File: src/rtl/lctl_pkg.sv
`timescale 1ns/1ps
package lctl_pkg;
  // command/status word bit positions (host software decodes these)
  localparam int unsigned B_INIT    = 0;
  localparam int unsigned B_STRT    = 1;
  localparam int unsigned B_STOP    = 2;
  localparam int unsigned B_TDMD    = 3;
  localparam int unsigned B_TXON    = 4;
  localparam int unsigned B_RXON    = 5;
  localparam int unsigned B_INEA    = 6;
  localparam int unsigned B_INTR    = 7;
  localparam int unsigned B_FLAG_LO = 8;
  localparam int unsigned B_ERR     = 15;

  // event flags, contiguous from B_FLAG_LO
  localparam int unsigned N_FLAGS = 7;
  localparam int unsigned F_IDON  = 0;
  localparam int unsigned F_TINT  = 1;
  localparam int unsigned F_RINT  = 2;
  localparam int unsigned F_MERR  = 3;
  localparam int unsigned F_MISS  = 4;
  localparam int unsigned F_CERR  = 5;
  localparam int unsigned F_BABL  = 6;

  // flags that raise INTR (all but the heartbeat error)
  localparam logic [N_FLAGS-1:0] INT_SRC_MASK = 7'b101_1111;
  // flags that form ERR (BABL, CERR, MISS, MERR)
  localparam logic [N_FLAGS-1:0] ERR_SRC_MASK = 7'b111_1000;

  typedef enum logic [1:0] {
    SEL_CTRL   = 2'd0,
    SEL_ADR_LO = 2'd1,
    SEL_ADR_HI = 2'd2,
    SEL_BUS    = 2'd3
  } csr_sel_e;
endpackage

File: src/rtl/lctl_sel.sv
`timescale 1ns/1ps
module lctl_sel
  import lctl_pkg::*;
(
  input  logic       clk,
  input  logic       rst_n,
  input  logic       wr_en,
  input  logic [1:0] wsel,
  output csr_sel_e   sel
);
  always_ff @(posedge clk) begin
    if (!rst_n)     sel <= SEL_CTRL;
    else if (wr_en) sel <= csr_sel_e'(wsel);
  end

  // selection only moves on a selector-port write
  p_sel_hold_r1: assert property (@(posedge clk) disable iff (!rst_n)
    !wr_en |=> $stable(sel));
endmodule

File: src/rtl/lctl_cfg.sv
`timescale 1ns/1ps
module lctl_cfg
  import lctl_pkg::*;
#(
  parameter int unsigned ADDR_W = 24,
  parameter int unsigned BCTL_W = 3
) (
  input  logic              clk,
  input  logic              rst_n,
  input  logic              wr_en,
  input  csr_sel_e          sel,
  input  logic [15:0]       wdata,
  input  logic              stopped,
  output logic [ADDR_W-1:0] init_addr,
  output logic [BCTL_W-1:0] bus_ctl,
  output logic [15:0]       rd_data
);
  localparam int unsigned HI_W = ADDR_W - 16;

  logic [15:0]       lo_q;
  logic [HI_W-1:0]   hi_q;
  logic [BCTL_W-1:0] bc_q;
  logic              load;

  assign load = wr_en && stopped;

  always_ff @(posedge clk) begin
    if (!rst_n) begin
      lo_q <= '0;
      hi_q <= '0;
      bc_q <= '0;
    end else if (load) begin
      case (sel)
        SEL_ADR_LO: lo_q <= wdata;
        SEL_ADR_HI: hi_q <= wdata[HI_W-1:0];
        SEL_BUS:    bc_q <= wdata[BCTL_W-1:0];
        default:    ;
      endcase
    end
  end

  assign init_addr = {hi_q, lo_q};
  assign bus_ctl   = bc_q;

  always_comb begin
    case (sel)
      SEL_ADR_LO: rd_data = lo_q;
      SEL_ADR_HI: rd_data = 16'(hi_q);
      SEL_BUS:    rd_data = 16'(bc_q);
      default:    rd_data = '0;
    endcase
  end

  // configuration is frozen while the controller is not stopped
  p_cfg_locked_r3: assert property (@(posedge clk) disable iff (!rst_n)
    !stopped |=> ($stable(lo_q) && $stable(hi_q) && $stable(bc_q)));
endmodule

File: src/rtl/lctl_ctrl.sv
`timescale 1ns/1ps
module lctl_ctrl
  import lctl_pkg::*;
(
  input  logic        clk,
  input  logic        rst_n,
  input  logic        wr_en,
  input  logic [15:0] wdata,
  input  logic        ev_rx,
  input  logic        ev_tx,
  input  logic        ev_babble,
  input  logic        ev_miss,
  input  logic        ev_merr,
  input  logic        ev_cerr,
  input  logic        init_done,
  input  logic        init_fail,
  output logic [15:0] csr0,
  output logic        stopped,
  output logic        running,
  output logic        init_req,
  output logic        poll_pulse,
  output logic        irq
);
  logic               stopped_q, run_q, inea_q, pend_q, poll_q;
  logic [N_FLAGS-1:0] flags, set_vec, clr_vec;
  logic               cmd_stop, cmd_init, cmd_strt, cmd_poll, live;
  logic               intr, err;
  logic               unused_wbits;

  assign unused_wbits = ^{wdata[B_ERR], wdata[B_INTR], wdata[B_RXON], wdata[B_TXON]};

  assign cmd_stop = wr_en && wdata[B_STOP];
  assign cmd_init = wr_en && wdata[B_INIT] && !cmd_stop;
  assign cmd_strt = wr_en && wdata[B_STRT] && !cmd_stop;
  assign cmd_poll = wr_en && wdata[B_TDMD] && !cmd_stop && (run_q || cmd_strt);
  assign live     = !stopped_q;

  always_comb begin
    set_vec         = '0;
    set_vec[F_IDON] = pend_q && init_done;
    set_vec[F_TINT] = live && ev_tx;
    set_vec[F_RINT] = live && ev_rx;
    set_vec[F_MERR] = (live && ev_merr) || (pend_q && init_fail);
    set_vec[F_MISS] = live && ev_miss;
    set_vec[F_CERR] = live && ev_cerr;
    set_vec[F_BABL] = live && ev_babble;
  end

  assign clr_vec = wr_en ? wdata[B_FLAG_LO +: N_FLAGS] : '0;

  // one write-one-to-clear cell per event flag; a new event beats a clear
  for (genvar g = 0; g < N_FLAGS; g++) begin : g_flag
    logic q;
    always_ff @(posedge clk) begin
      if (!rst_n)          q <= 1'b0;
      else if (cmd_stop)   q <= 1'b0;
      else if (set_vec[g]) q <= 1'b1;
      else if (clr_vec[g]) q <= 1'b0;
    end
    assign flags[g] = q;
  end

  always_ff @(posedge clk) begin
    if (!rst_n) begin
      stopped_q <= 1'b1;
      run_q     <= 1'b0;
      inea_q    <= 1'b0;
      pend_q    <= 1'b0;
      poll_q    <= 1'b0;
    end else begin
      poll_q <= cmd_poll;
      if (cmd_stop) begin
        stopped_q <= 1'b1;
        run_q     <= 1'b0;
        inea_q    <= 1'b0;
        pend_q    <= 1'b0;
      end else begin
        if (wr_en) inea_q <= wdata[B_INEA];
        if (cmd_init || cmd_strt) stopped_q <= 1'b0;
        if (cmd_strt) run_q <= 1'b1;
        if (cmd_init) pend_q <= 1'b1;
        else if (init_done || init_fail) pend_q <= 1'b0;
      end
    end
  end

  assign intr = |(flags & INT_SRC_MASK);
  assign err  = |(flags & ERR_SRC_MASK);

  always_comb begin
    csr0                           = '0;
    csr0[B_ERR]                    = err;
    csr0[B_FLAG_LO +: N_FLAGS]     = flags;
    csr0[B_INTR]                   = intr;
    csr0[B_INEA]                   = inea_q;
    csr0[B_RXON]                   = run_q;
    csr0[B_TXON]                   = run_q;
    csr0[B_STOP]                   = stopped_q;
    csr0[B_STRT]                   = run_q;
    csr0[B_INIT]                   = pend_q;
  end

  assign stopped    = stopped_q;
  assign running    = run_q;
  assign init_req   = pend_q;
  assign poll_pulse = poll_q;
  assign irq        = intr && inea_q;

  // stop overrides everything written alongside it
  p_stop_wins_r4: assert property (@(posedge clk) disable iff (!rst_n)
    cmd_stop |=> (stopped_q && !run_q && !pend_q && !inea_q && flags == '0));

  // flags move only on an event or a host write
  p_flag_hold_r6: assert property (@(posedge clk) disable iff (!rst_n)
    (!wr_en && set_vec == '0) |=> flags == $past(flags));

  // a stopped controller keeps its flags through events
  p_stopped_quiet_r11: assert property (@(posedge clk) disable iff (!rst_n)
    (stopped_q && !wr_en) |=> flags == $past(flags));

  // the init request holds until the engine answers
  p_init_hold_r5: assert property (@(posedge clk) disable iff (!rst_n)
    (pend_q && !init_done && !init_fail && !wr_en) |=> pend_q);

  // a poll pulse always follows a host write
  p_poll_after_wr_r10: assert property (@(posedge clk) disable iff (!rst_n)
    poll_q |-> $past(wr_en));
endmodule

File: src/rtl/lctl_csr_port.sv
`timescale 1ns/1ps
module lctl_csr_port
  import lctl_pkg::*;
#(
  parameter int unsigned ADDR_W = 24,
  parameter int unsigned BCTL_W = 3
) (
  input  logic              clk,
  input  logic              rst_n,
  input  logic              req_valid,
  output logic              req_ready,
  input  logic              req_sel_addr,
  input  logic              req_write,
  input  logic [15:0]       req_wdata,
  output logic              rsp_valid,
  input  logic              rsp_ready,
  output logic [15:0]       rsp_rdata,
  output logic              init_req,
  input  logic              init_done,
  input  logic              init_fail,
  output logic [ADDR_W-1:0] init_addr,
  output logic [BCTL_W-1:0] bus_ctl,
  input  logic              ev_rx,
  input  logic              ev_tx,
  input  logic              ev_babble,
  input  logic              ev_miss,
  input  logic              ev_merr,
  input  logic              ev_cerr,
  output logic              rx_on,
  output logic              tx_on,
  output logic              poll_pulse,
  output logic              irq
);
  csr_sel_e    sel;
  logic        acc, sel_wr, data_wr, ctrl_wr, cfg_wr, rd_acc;
  logic        stopped, running;
  logic [15:0] csr0, cfg_rd, rd_mux;

  assign req_ready = !rsp_valid || rsp_ready;
  assign acc       = req_valid && req_ready;
  assign sel_wr    = acc && req_write && req_sel_addr;
  assign data_wr   = acc && req_write && !req_sel_addr;
  assign ctrl_wr   = data_wr && (sel == SEL_CTRL);
  assign cfg_wr    = data_wr && (sel != SEL_CTRL);
  assign rd_acc    = acc && !req_write;

  lctl_sel u_sel (
    .clk   (clk),
    .rst_n (rst_n),
    .wr_en (sel_wr),
    .wsel  (req_wdata[1:0]),
    .sel   (sel)
  );

  lctl_cfg #(.ADDR_W(ADDR_W), .BCTL_W(BCTL_W)) u_cfg (
    .clk       (clk),
    .rst_n     (rst_n),
    .wr_en     (cfg_wr),
    .sel       (sel),
    .wdata     (req_wdata),
    .stopped   (stopped),
    .init_addr (init_addr),
    .bus_ctl   (bus_ctl),
    .rd_data   (cfg_rd)
  );

  lctl_ctrl u_ctrl (
    .clk        (clk),
    .rst_n      (rst_n),
    .wr_en      (ctrl_wr),
    .wdata      (req_wdata),
    .ev_rx      (ev_rx),
    .ev_tx      (ev_tx),
    .ev_babble  (ev_babble),
    .ev_miss    (ev_miss),
    .ev_merr    (ev_merr),
    .ev_cerr    (ev_cerr),
    .init_done  (init_done),
    .init_fail  (init_fail),
    .csr0       (csr0),
    .stopped    (stopped),
    .running    (running),
    .init_req   (init_req),
    .poll_pulse (poll_pulse),
    .irq        (irq)
  );

  assign rx_on = running;
  assign tx_on = running;

  always_comb begin
    if (req_sel_addr)          rd_mux = {14'd0, sel};
    else if (sel == SEL_CTRL)  rd_mux = csr0;
    else                       rd_mux = cfg_rd;
  end

  always_ff @(posedge clk) begin
    if (!rst_n) begin
      rsp_valid <= 1'b0;
      rsp_rdata <= '0;
    end else if (rd_acc) begin
      rsp_valid <= 1'b1;
      rsp_rdata <= rd_mux;
    end else if (rsp_ready) begin
      rsp_valid <= 1'b0;
    end
  end

  // an unconsumed response stays put
  p_rsp_hold_r12: assert property (@(posedge clk) disable iff (!rst_n)
    (rsp_valid && !rsp_ready) |=> (rsp_valid && $stable(rsp_rdata)));
endmodule

File: config.mk
export PLATFORM = sky130hd
export DESIGN_NAME = lctl_csr_port
export DESIGN_NICKNAME = d
export VERILOG_FILES = /design/src/rtl/lctl_pkg.sv /design/src/rtl/lctl_sel.sv /design/src/rtl/lctl_cfg.sv /design/src/rtl/lctl_ctrl.sv /design/src/rtl/lctl_csr_port.sv
export SDC_FILE = /design/constraint.sdc
export NUM_CORES = 1
export LEC_CHECK = 0
export BUFFER_PORTS_ARGS = -buffer_cell sky130_fd_sc_hd__buf_4
export CAP_MARGIN = 20
export CELL_PAD_IN_SITES_DETAIL_PLACEMENT = 1
export CELL_PAD_IN_SITES_GLOBAL_PLACEMENT = 1
export CORE_MARGIN = 2
export CORE_UTILIZATION = 34
export CTS_BUF_LIST = sky130_fd_sc_hd__clkbuf_16
export CTS_CLUSTER_SIZE = 40
export DETAILED_ROUTE_END_ITERATION = 16
export PLACE_DENSITY = 0.73
export SETUP_SLACK_MARGIN = 0.4
export SYNTH_ARGS = -nofsm -noshare
export SYNTH_HDL_FRONTEND = slang
export SYNTH_SLANG_ARGS = --single-unit
File: constraint.sdc
create_clock -name clk -period 1.4 [get_ports clk]
set_clock_uncertainty 0.2 [all_clocks]
set_input_delay 0.28 -clock clk [delete_from_list [all_inputs] [get_ports clk]]
set_output_delay 0.28 -clock clk [all_outputs]
set_load 0.03 [all_outputs]
==> impl_results.md, run 1 <==
- Top cells by area, synth: dfxtp_1 43%, a21boi_1 8.0%, o21ai_0 6.6%
- Layout cell share with drive strength beyond 1: 75.4%
- Starting Density: 35.2%
- Hpwl dp: 6780 µm
- Final Hold Vio Count: 0
- Cell depth of the worst flop-to-flop path: 6
- Worst reg2reg endpoint: rsp_rdata[7]
- Syn Std Cell Area: 0.00272 mm²
- Setup ws final: -0.634 ns
- Crit path largest cell delay: 0.39 ns
- Largest net degree at the start of global routing: 29
- Most numerous cell in the Yosys netlist: dfxtp_1
- Leak: 2.09 nW
- Diodes inserted: 0
- Hold WS: 0.0134 ns
- RSZ-0062 raised after global routing: yes
- Per-cell routed wire length: 28.5 µm
- Via Count: 3375
- Routed WL: 16400 µm
- Crit Path Max Fanout: 2
- DRC: 0
- Setup slack at placement: -0.260 ns
- Worst-Skew Late Latency: 0.34 ns
- Cell chain of the critical path: or3_4 > o41a_1 > buf_6
- Post-synth top flop: dfxtp_1
- Congestion Overflow GR: 0
- Most frequent cells after synthesis: 58 x dfxtp_1, 36 x o21ai_0, 29 x a21boi_1, 26 x nand3_1, 20 x nand2_1
- Number of global-route vias before repair: 3498
- Critical Path RT: 0.92 ns
- Vias per cell: 5.85
- Die ar.: 0.00873 mm²
- Io pins: 80
- Final-stage net count: 501
- Crit path time final: 2.03 ns
- CTS clk-pin slew, worst paths: 0.06 ns
- Core area: 0.00773 mm²
- Post-synthesis cell count: 307
- Failing checks: setup timing
- RR Startpoint: u_ctrl.g_flag[3].q
- Fmax: 492 MHz
- CP endpoint kind: primary output
- Hold Path End: u_cfg.lo_q[8]
- Maximum vdd drop: 0.654 mV
- Async set-reset flop share out of synthesis: 0%
- Buf/Inv on CP: 1
- Synth Area per Inst: 8.86 µm²
- Finish-stage setup viols: 60
- Largest area contributor in the netlist: dfxtp_1
- Worst path slowest cell: or3_4
- Initial antenna violation count: 0
- Hold Startpoint: req_wdata[8]
- Crit Path Category: reg -> out
- R2r setup slk: -0.40 ns
- Antenna Nets Post-Route: 0
- Total CTS buffers: 9
- Area growth syn-to-layout: 97.5%
- Unique masters post-synth: 43
- Relative slew margins: 70.4%
- Hold Path Depth: 3
- Site Rows: 32
- Syn Nets: 337
- Max Cap Violations: 0
- Die width: 93.4 µm
- Cell Count, Final, Fillers Out: 577
- Status: finished with violations
- GPL Wtd Cong: 0.813
- # hold bufs at CTS: 0
- Fin crit share: 145%
- First-pass GRT wire length: 21200 µm
- Worst Tran Pin Value: 0.442 ns
- Setup TNS: -15.92 ns
- Hold Path Class: in -> reg
- Worst EP arrival: 1.55 ns
- I/O Buffers: 79
- Final core utilization: 69.5%
- Clock Path Buffers: 2
- Yosys warnings: 0
- Number of enable-type register cells in the synthesized netlist: 0
- Clock sinks: 58
- TritonCTS clock tree: built
- Placed cells: 502
- Initial DRC count: 176
- Top-area cell type share of the netlist area: 42.7%
- H-tree levels: 3
- # fillers: 779
- Post-synthesis register bit count: 58
- Drt pass-1 iters: 4
- Die height: 93.4 µm
- Sequential area share after synthesis: 42.7%
- Power Density: 817 mW/mm²
- Top delay family on crit path: simple AND/OR/NAND/NOR gates
- Root Driver: clkbuf_16
- CP Launch Type: flop
- Total GRT Usage: 33.3%
- Fin. max-slew vios: 0
stage by stage:
stage	area, µm²	power (mW)
final	5370	4.39
after global routing	5370	4.46
after CTS	4980	4.17
after detailed placement	3790	2.17
after global placement	3790	2.16
after floorplan	2950	1.96
worst max path at each step:
stage,startpoint,endpoint,cells after the start
finish,u_ctrl.g_flag[3].q,irq,3
global route,u_ctrl.g_flag[3].q,irq,3
CTS,u_ctrl.g_flag[3].q,irq,3
detailed placement,u_ctrl.g_flag[3].q,irq,3
global placement,u_ctrl.g_flag[3].q,irq,3
floorplan,u_ctrl.g_flag[3].q,irq,2
repair_timing:
| item | 4_1_cts | 5_1_grt |
|---|---|---|
| gates resized for setup | 215 | 51 |
| setup endpoints to repair | 108 | 108 |
| buffers inserted | 33 | 18 |
| pin swaps | 36 | 22 |
| cloned | 9 | 0 |
cell type report:
type                       instances  area, µm²  share of cell area (%)
clock inverter                     6       26.3                   0.489
sequential                        58       1270                    23.7
clock buffer                       9        225                    4.19
multi-input combinational        212       1940                    36.1
tap                              102        128                    2.38
inverter                          13       51.3                   0.955
timing repair buffer             177       1730                    32.3
flip-flops by register name (all words and copies together), names as in the netlist, 2 cells and up:
signal and flops:
u_ctrl.g_flag.q 7, u_cfg.hi_q 8, u_cfg.lo_q 16, u_cfg.bus_ctl 3, u_sel.sel 2, rsp_rdata 16
where the power goes:
group | switching, mW | total, mW | internal, mW
clock | 0.860 | 2.02 | 1.16
sequential | 0.0281 | 1.67 | 1.64
combinational | 0.378 | 0.698 | 0.320
layout by cell type, fill, tap and decap left out, types with 6 or more instances in the layout:
| cell type | instances |
|---|---|
| a21boi_2 | 14 |
| dfxtp_2 | 31 |
| a21boi_1 | 21 |
| nor2_1 | 6 |
| or3_4 | 6 |
| nand2_1 | 19 |
| inv_1 | 13 |
| o21ai_4 | 8 |
| o21ai_2 | 25 |
| buf_6 | 71 |
| clkbuf_16 | 9 |
| buf_4 | 96 |
| dfxtp_1 | 8 |
| nand3_2 | 25 |
| a21oi_2 | 11 |
| mux2i_1 | 12 |
| dfxtp_4 | 19 |
tightest hold or removal path, stage by stage:
cell	delay [ns]
buf_4	0.12
nand3_2	0.07
a21boi_2	0.04
metal layers:
layer | vias to the layer above | track usage [%] | share of wire (%) | routed length, µm
li1 | 1437 | - | - | -
met1 | 1717 | 40.8 | 40 | 6540
met2 | 172 | 55.4 | 51 | 8410
met3 | 49 | 6.20 | 5.0 | 827
met4 | 0 | 17.3 | 4.0 | 662
met5 | - | 0 | 0 | 0
cells by family (layout without fill, tap and decap cells):
kind of cell    count (synthesis)  count (layout)  share of synthesized area, %
mux                            16              16                          6.39
simple gates                   91              93                          19.1
buf+inv                        39             205                          7.54
flops                          58              58                          42.7
compound gates                103             103                          24.2
Power figures use the tool's default switching activity.
==> run 2, diff against run 1 <==
--- a/config.mk
+++ b/config.mk
@@ -14,8 +14,9 @@
 export CTS_BUF_LIST = sky130_fd_sc_hd__clkbuf_16
 export CTS_CLUSTER_SIZE = 40
 export DETAILED_ROUTE_END_ITERATION = 16
-export PLACE_DENSITY = 0.73
+export PLACE_DENSITY = 0.82
 export SETUP_SLACK_MARGIN = 0.4
+export SKIP_CTS_REPAIR_TIMING = 1
 export SYNTH_ARGS = -nofsm -noshare
 export SYNTH_HDL_FRONTEND = slang
 export SYNTH_SLANG_ARGS = --single-unit
==> run 2 against run 1 <==
  * The flow still finishes with violations (setup timing)
  * Core utilization fell by 6.3 points
  * Final cell count shrank 5.4%
  * Global-route usage is 11 points lower
  * Non-clock buffer count down 31
  * Sequential power barely moved
  * Die area is the same
  * Flip-flop and latch count did not move
  * Count of clock-buffer cells in the layout stayed put
  * Design area fell by 9.0%
  * Critical path type unchanged
  * Largest power group unchanged
==> impl_results.md, run 2 (synthesized netlist as in run 1, its figures left out) <==
- Die height: 93.4 µm (unchanged)
- Setup slack at placement: -0.263 ns (-0.00289 ns)
- R2r setup slk: -0.32 ns (+0.08 ns)
- Top flop regs: rsp_rdata: 16 flops, u_cfg.lo_q: 16 flops, u_cfg.hi_q: 8 flops
- Fin. max-slew vios: 0 (unchanged)
- Worst Tran Pin Value: 0.430 ns (-0.0120 ns)
- Placed cells: 504 (+0.40%)
- Cell Area, Placed: 0.00379 mm² (about the same)
- Setup TNS: -13.57 ns (+2.35 ns)
- Congestion Overflow GR: 0 (unchanged)
- First-pass GRT wire length: 15100 µm (-29%)
- Total GRT Usage: 22.7% (-11 points)
- Post-layout total power: 4.45 mW (+1.3%)
- Power Density: 910 mW/mm² (+11%)
- Worst-Skew Late Latency: 0.34 ns (about the same)
- Number of global-route vias before repair: 2921 (-16%)
- Cell Count, Final, Fillers Out: 546 (-5.4%)
- Crit Path Category: reg -> out
- Io pins: 80 (unchanged)
- Leak: 1.89 nW (-9.4%)
- Layout cell share with drive strength beyond 1: 65.1% (-10 points)
- Crit Path Max Fanout: 2 (unchanged)
- Commonest non-fill, non-tap cell in the layout: buf_4
- GPL Wtd Cong: 0.851 (+4.6%)
- Via Count: 3142 (-6.9%)
- Core area: 0.00773 mm² (unchanged)
- Hpwl dp: 6990 µm (+3.1%)
- Post-route cell area: 0.00489 mm² (-9.0%)
- Final core utilization: 63.2% (-6.3 points)
- Maximum vdd drop: 0.589 mV (-10%)
- Root Driver: clkbuf_16
- Critical Path RT: 0.92 ns (about the same)
- Relative slew margins: 71.3% (+0.91 points)
- DRC: 0 (unchanged)
- RSZ-0062 raised after global routing: yes
- Site Rows: 32 (unchanged)
- Worst EP arrival: 1.55 ns (about the same)
- RR Startpoint: rsp_valid
- Max Cap Violations: 0 (unchanged)
- Die width: 93.4 µm (unchanged)
- Setup ws final: -0.630 ns (+0.00359 ns)
- Diodes inserted: 0 (unchanged)
- Commonest cells after routing, fill and taps aside: 72 x buf_4, 67 x buf_6, 35 x dfxtp_2
- Cell depth of the worst flop-to-flop path: 7 (+1)
- Hold WS: 0.00357 ns (-0.00984 ns)
- Final Hold Vio Count: 0 (unchanged)
- CP Launch Type: flop
- Antenna Nets Post-Route: 0 (unchanged)
- Hold Path Depth: 3 (unchanged)
- Die ar.: 0.00873 mm² (unchanged)
- Crit path time final: 2.03 ns (-0.00359 ns)
- CTS clk-pin slew, worst paths: 0.05 ns (about the same)
- Starting Density: 35.2% (unchanged)
- Critical path origin: u_ctrl.g_flag[3].q
- Routed WL: 13300 µm (-19%)
- Final-stage net count: 469 (-6.4%)
- Finish-stage setup viols: 59 (-1.7%)
- TritonCTS clock tree: built
- # fillers: 834 (+7.1%)
- Failing checks: setup timing
- Per-cell routed wire length: 24.3 µm (-15%)
- Worst setup path endpoint: irq
- Hold Path Class: in -> reg
- Clock sinks: 58 (unchanged)
- Worst reg2reg endpoint: u_cfg.hi_q[1]
- I/O Buffers: 79 (unchanged)
- Vias per cell: 5.75 (-1.6%)
- Fin crit share: 145% (-0.26 points)
- Initial antenna violation count: 0 (unchanged)
- Initial DRC count: 131 (-26%)
- Fmax: 493 MHz (+0.18%)
- Status: finished with violations
- H-tree levels: 3 (unchanged)
- Total CTS buffers: 9 (unchanged)
- Clock Path Buffers: 2 (unchanged)
- Drt pass-1 iters: 4 (unchanged)
- CP endpoint kind: primary output
- Area growth syn-to-layout: 79.7%
- Largest net degree at the start of global routing: 25 (-14%)
==> run 2: area by class of cell <==
type | instances | area (µm²) | area share (%)
multi-input cells | 211 | 1730 | 35.5
repair buffers | 146 | 1440 | 29.4
flip-flops and latches | 58 | 1260 | 25.8
clock buffers | 9 | 225 | 4.61
well taps | 102 | 128 | 2.61
clock inverters | 7 | 53.8 | 1.10
inverters | 13 | 51.3 | 1.05
==> run 2: worst min-delay path by stage <==
stage / startpoint / slack [ns] / end
after CTS: ev_miss / 0.008 / u_ctrl.g_flag[4].q
after floorplan: req_wdata[7] / 0.22 / u_cfg.hi_q[7]
after global placement: rsp_rdata[3] / 0.24 / rsp_rdata[3]
after global routing: ev_miss / 0.007 / u_ctrl.g_flag[4].q
final: ev_miss / 0.004 / u_ctrl.g_flag[4].q
after detailed placement: rsp_rdata[3] / 0.25 / rsp_rdata[3]
==> run 2: report_power, final <==
part	internal, mW	switching, mW	total (mW)
logic	0.283	0.321	0.604
registers	1.65	0.0233	1.67
clock network	1.34	0.827	2.17
==> run 2: worst max-delay path, stage by stage, from the launching register on <==
cell,delay (ns)
dfxtp_2,0.32
or3_4,0.39
o41a_1,0.35
buf_6,0.15
==> run 2: routing by layer <==
| layer | global-route usage (%) | part of all wire (%) | vias up |
|---|---|---|---|
| met5 | 0 | 0 | - |
| met3 | 2.98 | 5.7 | 32 |
| met2 | 40.0 | 51 | 133 |
| met4 | 10.0 | 2.7 | 0 |
| li1 | - | - | 1363 |
| met1 | 27.4 | 40 | 1614 |
